==> src/rtl/vnd_pkg.sv <==
package vnd_pkg;
  localparam int unsigned VND_LIM_W   = 10;
  localparam int unsigned VND_CNT_W   = 20;
  localparam int unsigned VND_REG_W   = 32;
  localparam int unsigned VND_LIM_RST = 63;
endpackage

==> src/rtl/vnd_pair_unit.sv <==
module vnd_pair_unit (
  input  logic clk,
  input  logic rst,
  input  logic run_en,
  input  logic vn_mode,
  input  logic raw_valid,
  input  logic raw_bit,
  output logic out_valid,
  output logic out_bit,
  output logic eq_pair,
  output logic neq_pair
);
  logic half_q;
  logic first_q;
  logic acc;

  always_comb begin
    acc      = run_en & raw_valid;
    eq_pair  = acc & vn_mode & half_q & (raw_bit == first_q);
    neq_pair = acc & vn_mode & half_q & (raw_bit != first_q);
  end

  always_ff @(posedge clk) begin
    if (rst) begin
      half_q    <= 1'b0;
      first_q   <= 1'b0;
      out_valid <= 1'b0;
      out_bit   <= 1'b0;
    end else begin
      out_valid <= 1'b0;
      if (!run_en || !vn_mode) half_q <= 1'b0;
      if (acc) begin
        if (!vn_mode) begin
          out_valid <= 1'b1;
          out_bit   <= raw_bit;
        end else if (!half_q) begin
          half_q  <= 1'b1;
          first_q <= raw_bit;
        end else begin
          half_q <= 1'b0;
          if (raw_bit != first_q) begin
            out_valid <= 1'b1;
            out_bit   <= first_q;
          end
        end
      end
    end
  end


  first_half_silent_chk: assert property (@(posedge clk) disable iff (rst)
    (acc && vn_mode && !half_q) |=> !out_valid);

  equal_pair_silent_chk: assert property (@(posedge clk) disable iff (rst)
    eq_pair |=> !out_valid);

  passthru_chk: assert property (@(posedge clk) disable iff (rst)
    (acc && !vn_mode) |=> (out_valid && out_bit == $past(raw_bit)));
endmodule

==> src/rtl/vnd_sparse_mon.sv <==
module vnd_sparse_mon #(
  parameter int unsigned LIM_W = 10
) (
  input  logic             clk,
  input  logic             rst,
  input  logic             eq_pair,
  input  logic             neq_pair,
  input  logic             hold_clr,
  input  logic             err_clr,
  input  logic [LIM_W-1:0] limit,
  output logic             err
);
  localparam int unsigned RUN_W = LIM_W + 1;
  localparam logic [RUN_W-1:0] RUN_MAX = '1;

  logic [RUN_W-1:0] run_q;
  logic [RUN_W-1:0] run_nxt;

  always_comb begin
    run_nxt = (run_q == RUN_MAX) ? run_q : run_q + 1'b1;
  end

  always_ff @(posedge clk) begin
    if (rst) begin
      run_q <= '0;
      err   <= 1'b0;
    end else begin
      if (neq_pair || hold_clr) run_q <= '0;
      else if (eq_pair)         run_q <= run_nxt;
      if (err_clr) err <= 1'b0;
      else if (eq_pair && ({1'b0, limit} < run_nxt)) err <= 1'b1;
    end
  end


  err_sticky_chk: assert property (@(posedge clk) disable iff (rst)
    (err && !err_clr) |=> err);

  err_cause_chk: assert property (@(posedge clk) disable iff (rst)
    (!err && !eq_pair) |=> !err);

  run_clear_chk: assert property (@(posedge clk) disable iff (rst)
    neq_pair |=> (run_q == '0));
endmodule

==> src/rtl/vnd_regs.sv <==
module vnd_regs #(
  parameter int unsigned LIM_W   = 10,
  parameter int unsigned CNT_W   = 20,
  parameter int unsigned REG_W   = 32,
  parameter int unsigned LIM_RST = 63
) (
  input  logic             clk,
  input  logic             rst,
  input  logic             prog_mode,
  input  logic             rst_def,
  input  logic             wr_en,
  input  logic [REG_W-1:0] wr_data,
  input  logic             run_en,
  input  logic             raw_valid,
  output logic [LIM_W-1:0] limit,
  output logic [REG_W-1:0] rd_data,
  output logic             prog_rise
);
  localparam logic [LIM_W-1:0] LIM_DEF = LIM_W'(LIM_RST);
  localparam logic [CNT_W-1:0] CNT_MAX = '1;

  logic             prog_q;
  logic             run_q;
  logic [CNT_W-1:0] total_q;
  logic             restart;
  logic             acc;

  always_comb begin
    restart   = run_en & ~run_q;
    acc       = run_en & raw_valid;
    prog_rise = prog_mode & ~prog_q;
  end

  always_ff @(posedge clk) begin
    if (rst) begin
      prog_q  <= 1'b0;
      run_q   <= 1'b0;
      limit   <= LIM_DEF;
      total_q <= '0;
      rd_data <= '0;
    end else begin
      prog_q <= prog_mode;
      run_q  <= run_en;
      if (rst_def)                limit <= LIM_DEF;
      else if (wr_en && prog_mode) limit <= wr_data[LIM_W-1:0];
      if (restart)                         total_q <= CNT_W'(acc);
      else if (acc && total_q != CNT_MAX)  total_q <= total_q + 1'b1;
      rd_data <= prog_mode ? REG_W'(limit) : REG_W'(total_q);
    end
  end


  lim_locked_chk: assert property (@(posedge clk) disable iff (rst)
    (!prog_mode && !rst_def) |=> $stable(limit));

  rd_upper_zero_chk: assert property (@(posedge clk) disable iff (rst)
    prog_mode |=> (rd_data[REG_W-1:LIM_W] == '0));

  total_monotonic_chk: assert property (@(posedge clk) disable iff (rst)
    !restart |=> (total_q >= $past(total_q)));
endmodule

==> src/rtl/vn_debias_monitor.sv <==
module vn_debias_monitor #(
  parameter int unsigned LIM_W   = vnd_pkg::VND_LIM_W,
  parameter int unsigned CNT_W   = vnd_pkg::VND_CNT_W,
  parameter int unsigned REG_W   = vnd_pkg::VND_REG_W,
  parameter int unsigned LIM_RST = vnd_pkg::VND_LIM_RST
) (
  input  logic             clk,
  input  logic             rst,
  input  logic             run_en,
  input  logic             vn_mode,
  input  logic             raw_valid,
  input  logic             raw_bit,
  input  logic             prog_mode,
  input  logic             rst_def,
  input  logic             wr_en,
  input  logic [REG_W-1:0] wr_data,
  output logic [REG_W-1:0] rd_data,
  output logic             out_valid,
  output logic             out_bit,
  output logic             sparse_err
);
  logic             eq_pair;
  logic             neq_pair;
  logic             prog_rise;
  logic             hold_clr;
  logic [LIM_W-1:0] limit;

  assign hold_clr = ~run_en | ~vn_mode;

  vnd_pair_unit u_pair (
    .clk(clk), .rst(rst), .run_en(run_en), .vn_mode(vn_mode),
    .raw_valid(raw_valid), .raw_bit(raw_bit),
    .out_valid(out_valid), .out_bit(out_bit),
    .eq_pair(eq_pair), .neq_pair(neq_pair)
  );

  vnd_sparse_mon #(.LIM_W(LIM_W)) u_mon (
    .clk(clk), .rst(rst), .eq_pair(eq_pair), .neq_pair(neq_pair),
    .hold_clr(hold_clr), .err_clr(prog_rise), .limit(limit),
    .err(sparse_err)
  );

  vnd_regs #(.LIM_W(LIM_W), .CNT_W(CNT_W), .REG_W(REG_W), .LIM_RST(LIM_RST)) u_regs (
    .clk(clk), .rst(rst), .prog_mode(prog_mode), .rst_def(rst_def),
    .wr_en(wr_en), .wr_data(wr_data), .run_en(run_en), .raw_valid(raw_valid),
    .limit(limit), .rd_data(rd_data), .prog_rise(prog_rise)
  );


  no_err_passthru_chk: assert property (@(posedge clk) disable iff (rst)
    (!vn_mode && !sparse_err) |=> !sparse_err);
endmodule

==> config.mk <==
export PLATFORM = sky130hd
export DESIGN_NAME = vn_debias_monitor
export DESIGN_NICKNAME = d
export VERILOG_FILES = /design/src/rtl/vnd_pkg.sv /design/src/rtl/vnd_pair_unit.sv /design/src/rtl/vnd_sparse_mon.sv /design/src/rtl/vnd_regs.sv /design/src/rtl/vn_debias_monitor.sv
export SDC_FILE = /design/constraint.sdc
export NUM_CORES = 1
export LEC_CHECK = 0
export BUFFER_PORTS_ARGS = -buffer_cell sky130_fd_sc_hd__buf_2
export CAP_MARGIN = 10
export CORE_MARGIN = 5
export CORE_UTILIZATION = 50
export DETAILED_ROUTE_END_ITERATION = 8
export MAX_ROUTING_LAYER = met4
export PLACE_DENSITY = 0.75
export SLEW_MARGIN = 40
export SYNTH_ARGS = -nofsm -noshare
export SYNTH_HDL_FRONTEND = slang
export SYNTH_HIERARCHICAL = 1
export SYNTH_SLANG_ARGS = --single-unit
==> constraint.sdc <==
create_clock -name clk -period 3.75 [get_ports clk]
set_clock_uncertainty 0.15 [all_clocks]
set_input_delay 0.1875 -clock clk [delete_from_list [all_inputs] [get_ports clk]]
set_output_delay 0.1875 -clock clk [all_outputs]
set_load 0.03 [all_outputs]
======== Word-level counts from Yosys, hierarchy flattened ========
Cells that the tools add are included.
word-level totals
  flip-flop bits (word level) ............. 80
  bits of input ports ..................... 41
  output and inout bits ................... 35
  word-level logic and storage cells ...... 66
cells by class
  $add $sub $neg .......................... 2
  $lt $le $gt $ge ......................... 1
  equal/unequal tests ..................... 6
  multiplexer cells ....................... 14
  bitwise gates (word level) .............. 14
  reduce and logical (&&, ||, !) cells .... 16
operators with widths
  cell                   number
  $add 20x1->20 const B  1
  $ne 20x20->1 const B   1
  $mux 1                 12
  $reduce_or 2->1        6
  $add 11x1->11 const B  1
  $eq 11x11->1 const B   1
  $lt 10x11->1           1
  $mux 11                1
  $mux 10                1
  $and 1x1->1            7
  $not 1->1              6
  $reduce_and 3->1       2
  $ne 2x1->1 const B     2
  $logic_and 1x1->1      3
  $logic_not 1->1        2
  $logic_or 1x1->1       2
  $reduce_bool 2->1      1
  $eq 1x1->1             1
  $ne 1x1->1             1
  $or 1x1->1             1

======== Depth between registers and ports, before layout ========
  word-level depth ........................ 6
  gate-level depth with buffers ........... 10
  gate-level depth less buffers ........... 10

======== Modules after synthesis ========
Netlist, hierarchy kept.
by module, submodules not included
  module             instances  cells each  area an instance (µm²)
  vnd_regs           1          243         2155.8
  vnd_sparse_mon     1          112         959.7
  vnd_pair_unit      1          24          207.7
  vn_debias_monitor  1          1           3.8

======== Least setup slack after synthesis ========
OpenSTA, ideal clock, no wires.
  path kind ............................... reg2reg
  start point ............................. register u_mon.run_q[0]
  end point ............................... register u_mon.err
  library setup time ...................... 0.124 ns
  arrival time ............................ 2.229 ns
  data required time ...................... 3.476 ns
  path slack .............................. 1.246 ns
  cell stages (with the launch flop) ...... 11
  period minus slack after synthesis ...... 2.504 ns
  cells stage by stage .................... dfxtp_1 > ha_1 > nand4_1 > nor3_4 > nand3b_1 > o21ai_0 > ha_1 > a21oi_1 > a211o_1 > a31oi_1 > o21ai_0
between the ends
  cells in the longest elaborated chain, start to end .. 4
  elaborated cells on any way between the ends .. 5
  those cells by class .................... add/sub (1); order compare (1); eq/ne (1); mux (1); reduce/logical (1)
ends and longest elaborated chain
  element                                               line                  text
  from (decl)                                           vnd_sparse_mon.sv:16  logic [RUN_W-1:0] run_q;
  from (signal assigned)                                vnd_sparse_mon.sv:29  else if (eq_pair) run_q <= run_nxt;
  $add 11x1->11 / $eq 11x11->1 (equally long branches)  vnd_sparse_mon.sv:20  run_nxt = (run_q == RUN_MAX) ? run_q : run_q + 1'b1;
  $mux 11 *                                             vnd_sparse_mon.sv:20
  $lt 10x11->1 *                                        vnd_sparse_mon.sv:31  else if (eq_pair && ({1'b0, limit} < run_nxt)) err <= 1'b1;
  $logic_and 1x1->1 *                                   vnd_sparse_mon.sv:31
  to (signal assigned)                                  vnd_sparse_mon.sv:26  err <= 1'b0;
  to (signal assigned)                                  vnd_sparse_mon.sv:30  if (err_clr) err <= 1'b0;
  to (signal assigned)                                  vnd_sparse_mon.sv:31
  to (decl)                                             vnd_sparse_mon.sv:11  output logic err
Every way passes the cells marked *; elsewhere a longest branch is shown, timed or not.
A chain may end at the register's enable or synchronous reset.

======== Worst setup path in the final report ========
Same ends and word-level chain as after synthesis.

==> results.cfg <==
[run_status]
status = completed

[setup_path]
critPathLaunchType = flop
crit_path_max_incr_delay_ps = 450
path_max_fanout = 9
setup.worst_path.end_class = flop
slowest_stage = dfxtp_1
crit_arrival_ps = 3090
worstPathCellList = ha_1 > nand4_1 > nor3_4 > nand3b_1 > o21ai_0 > ha_1 > o211ai_1 > a211o_1 > a31oi_1 > o21ai_0
criticalPathCategory = flop to flop
timing.rr.start = u_mon/run_q[0]
r2r_cells = 10
r2r-end = u_mon/err
ff2ff_setup_slack_ps = 740
crit_required_ps = 3830

[hold_path]
hold_depth = 3
hold-path-endpoint = u_pair/half_q
min_from = run_en
hold_class = input port to flop

[synth]
synth-xor-area-share_pct = 5.27
yosysWarnings = 6
async_flop_share_pct = 0
seq_area_frac_synth_pct = 40.9
ys_ff_latch = 68
synth_top_family_by_area = simple AND/OR/NAND/NOR gates
synth_cell_types = 53
synthCells = 380
synth_simple_gate_area_share_pct = 29.2
synth_compound_area_share_pct = 10.4
synth_top_cell_by_area = dfxtp_1
synthAdderAreaFrac_pct = 4.14
synth.mux.area_fraction_pct = 4.21
synth_top_area_share_pct = 40.9
synth-edff-count = 0
syn-cell-area_um2 = 3330
avgSynthCellArea_um2 = 8.76
synthTopCellsByArea = dfxtp_1 41%, nor2_1 5.3%, nand2_1 4.6%
synth_top_flop_cell = dfxtp_1

[cts]
clk_latency_ps = 340
cts.path.max_buffers = 2
cts_num_sinks = 68
h-tree-depth = 3
cts-root-buf = clkbuf_8
postCtsSetupBuffers = 0
ctsResizeCount = 0
numCtsBuffers = 9
clkTransAtPathRegs_ps = 70
cts_tree = done

[sta]
relSlewSlack_pct = 51.3
fmax_mhz = 332
fin_hold_ws_ps = 32.7
rsz0062_at_grt = false
layout_min_cycle_time_ps = 3010
min_period_over_period_pct = 80.3
hold_viol = 0
drv_slew = 0
worst_slew_pin_slew_ps = 726
fin_tns_setup_ps = 0
setup_violations = 0

[cells_and_area]
fillers = 566
multi_input_area_um2 = 1820
antenna_cells = 0
drive_gt1_share_pct = 15.8
finalNetCount = 490
seq_area_um2 = 1360
final_cells = 519
post-route-cell-area_um2 = 3930
area_delta_synth_final_pct = 18.2

[place]
portBuffers = 41
dp.cells = 486
hpwl_um = 5260
routabilityCongestion = 0.838
dpl-instance-area_um2 = 3510

[power_and_ir_drop]
combPwrFrac_pct = 7.5
switchingPower_w = 0.000355
internal_power_w = 0.00123
ir_drop_mv = 0.243
pwr-share-seq_pct = 46.7
p_sw_share_pct = 22.3
powerDensity_nw_per_um2 = 404
power_leakage_nw = 1.67
p_total_w = 0.00159
power_frac_clock_pct = 45.8

[global_route]
grt_pass1_wl_um = 12500
antenna_found_initial = 0
grt_use_total_pct = 18.7
grt_max_degree = 26
first_global_vias = 2703
overflow = 0

[floorplan]
die_x_um = 91.6
die_area_um2 = 8390
chipHeight_um = 91.6
rows = 29
start_util_pct = 51.8
ioPinCount = 76
core_area_um2 = 6420

[route]
dr.first_iter.drc_count = 170
vias = 2895
drtPass1Iterations = 7
drt-wirelength-per-cell_um = 14.6
drc = 0
viasPerCell = 5.58
wirelength_um = 7560
drtAntennaViolNets = 0

[flow_run]
cap_violations = 0
## through the flow
step	utilization (%)	worst slack, ps
floorplan	-	1250
global placement	54.7	958
detailed placement	54.7	878
CTS	61.2	815
global route	61.2	643
finish	61.2	738
## final cells by class
type                       count  share of cell area, %
multi-input combinational    291                   46.2
sequential                    68                   34.6
timing repair buffer          59                   9.80
clock buffer                  11                   3.60
clock inverter                 4                   2.48
tap                           77                   2.45
inverter                       9                  0.859
## worst max-delay path: cells and delay by family (launching register included)
| kind | cells | cell delay, ps |
|---|---|---|
| and+or+nand+nor | 3 | 860 |
| AOI/OAI and AO/OA | 5 | 760 |
| DFF | 1 | 450 |
| adders and majority gates | 2 | 670 |
## synth_stat cells, types with 4 or more instances
master,count
ha_1,11
inv_1,9
nand2_1,41
a21oi_1,18
and3_1,7
mux2i_1,14
dfxtp_1,68
clkbuf_1,6
and2_1,11
o21ai_0,11
nor2_1,47
buf_4,13
xor2_1,14
nor2b_1,4
xnor2_1,6
or3_1,4
and4_1,4
nor3_1,9
nand4_1,10
nand3_1,25
## state kept, by name, summed over array words and instances, names as in the netlist, 10 cells and up
name and flops:
u_regs/rd_data 20, u_regs/total_q 20, u_regs/limit 10, u_mon/run_q 11
## layer usage
metal | global-route usage (%) | part of all wire (%) | up-vias
met5 | - | 0 | -
met4 | 7.54 | 2.0 | 0
met3 | 4.38 | 5.3 | 15
met2 | 27.9 | 45 | 108
met1 | 24.3 | 48 | 1347
li1 | - | - | 1425
## worst max path at each step
stage | slack, ps | start | cells after the start | to
after floorplan | 1250 | u_mon/run_q[0] | 10 | u_mon/err
final | 740 | u_mon/run_q[0] | 10 | u_mon/err
after global placement | 960 | u_mon/run_q[0] | 10 | u_mon/err
after global routing | 640 | u_mon/run_q[0] | 10 | u_mon/err
after detailed placement | 880 | u_mon/run_q[0] | 10 | u_mon/err
after CTS | 820 | u_mon/run_q[0] | 10 | u_mon/err
## cells in the final DEF (no fill, tap or decap), types with 2 or more instances in the layout
| cell type | count |
|---|---|
| dfxtp_1 | 68 |
| nor2_1 | 47 |
| nand2_1 | 41 |
| buf_2 | 41 |
| nand3_1 | 25 |
| dlygate4sd3_1 | 18 |
| a21oi_1 | 18 |
| mux2i_1 | 14 |
| xor2_1 | 14 |
| conb_1 | 12 |
| o21ai_0 | 11 |
| ha_1 | 11 |
| and2_1 | 11 |
| clkbuf_8 | 10 |
| nand4_1 | 10 |
| inv_1 | 9 |
| nor3_1 | 9 |
| and3_1 | 7 |
| xnor2_1 | 6 |
| or3_1 | 4 |
| and4_1 | 4 |
| nor2b_1 | 4 |
| bufinv_16 | 3 |
| o21a_1 | 3 |
| a211oi_1 | 3 |
| or3_2 | 3 |
| a21o_1 | 3 |
| o211ai_1 | 2 |
| a211o_1 | 2 |
| nand4b_1 | 2 |
| a31oi_1 | 2 |
| and3b_1 | 2 |
## cells by family (layout without fill, tap and decap cells)
kind of cell	count (synthesis)	after routing
buffers and inverters	32	83
other	1	12
AND/OR/NAND/NOR	181	181
multiplexers	14	14
XOR/XNOR	20	20
adder cells (fa/ha/maj)	11	11
flip-flops	68	68
AO/OA/AOI/OAI	53	53
## power by group through the flow
| stage | Sequential (W) | Combinational (W) | Clock (W) |
|---|---|---|---|
| after detailed placement | 0.000758 | 0.000104 | 0 |
| final | 0.000741 | 0.000119 | 0.000727 |
| after global routing | 0.000743 | 0.000129 | 0.000778 |
| after global placement | 0.000758 | 0.000101 | 0 |
| after floorplan | 0.000767 | 0.0000737 | 0 |
| after CTS | 0.000741 | 0.000117 | 0.000740 |
## repair_timing
| action | in CTS | in global routing |
|---|---|---|
| hold buffers | 18 | 0 |
| hold endpoints to repair | 13 | 0 |
| endpoints found under the setup margin | 0 | 0 |
No activity file was read; power rests on OpenSTA's default activity.
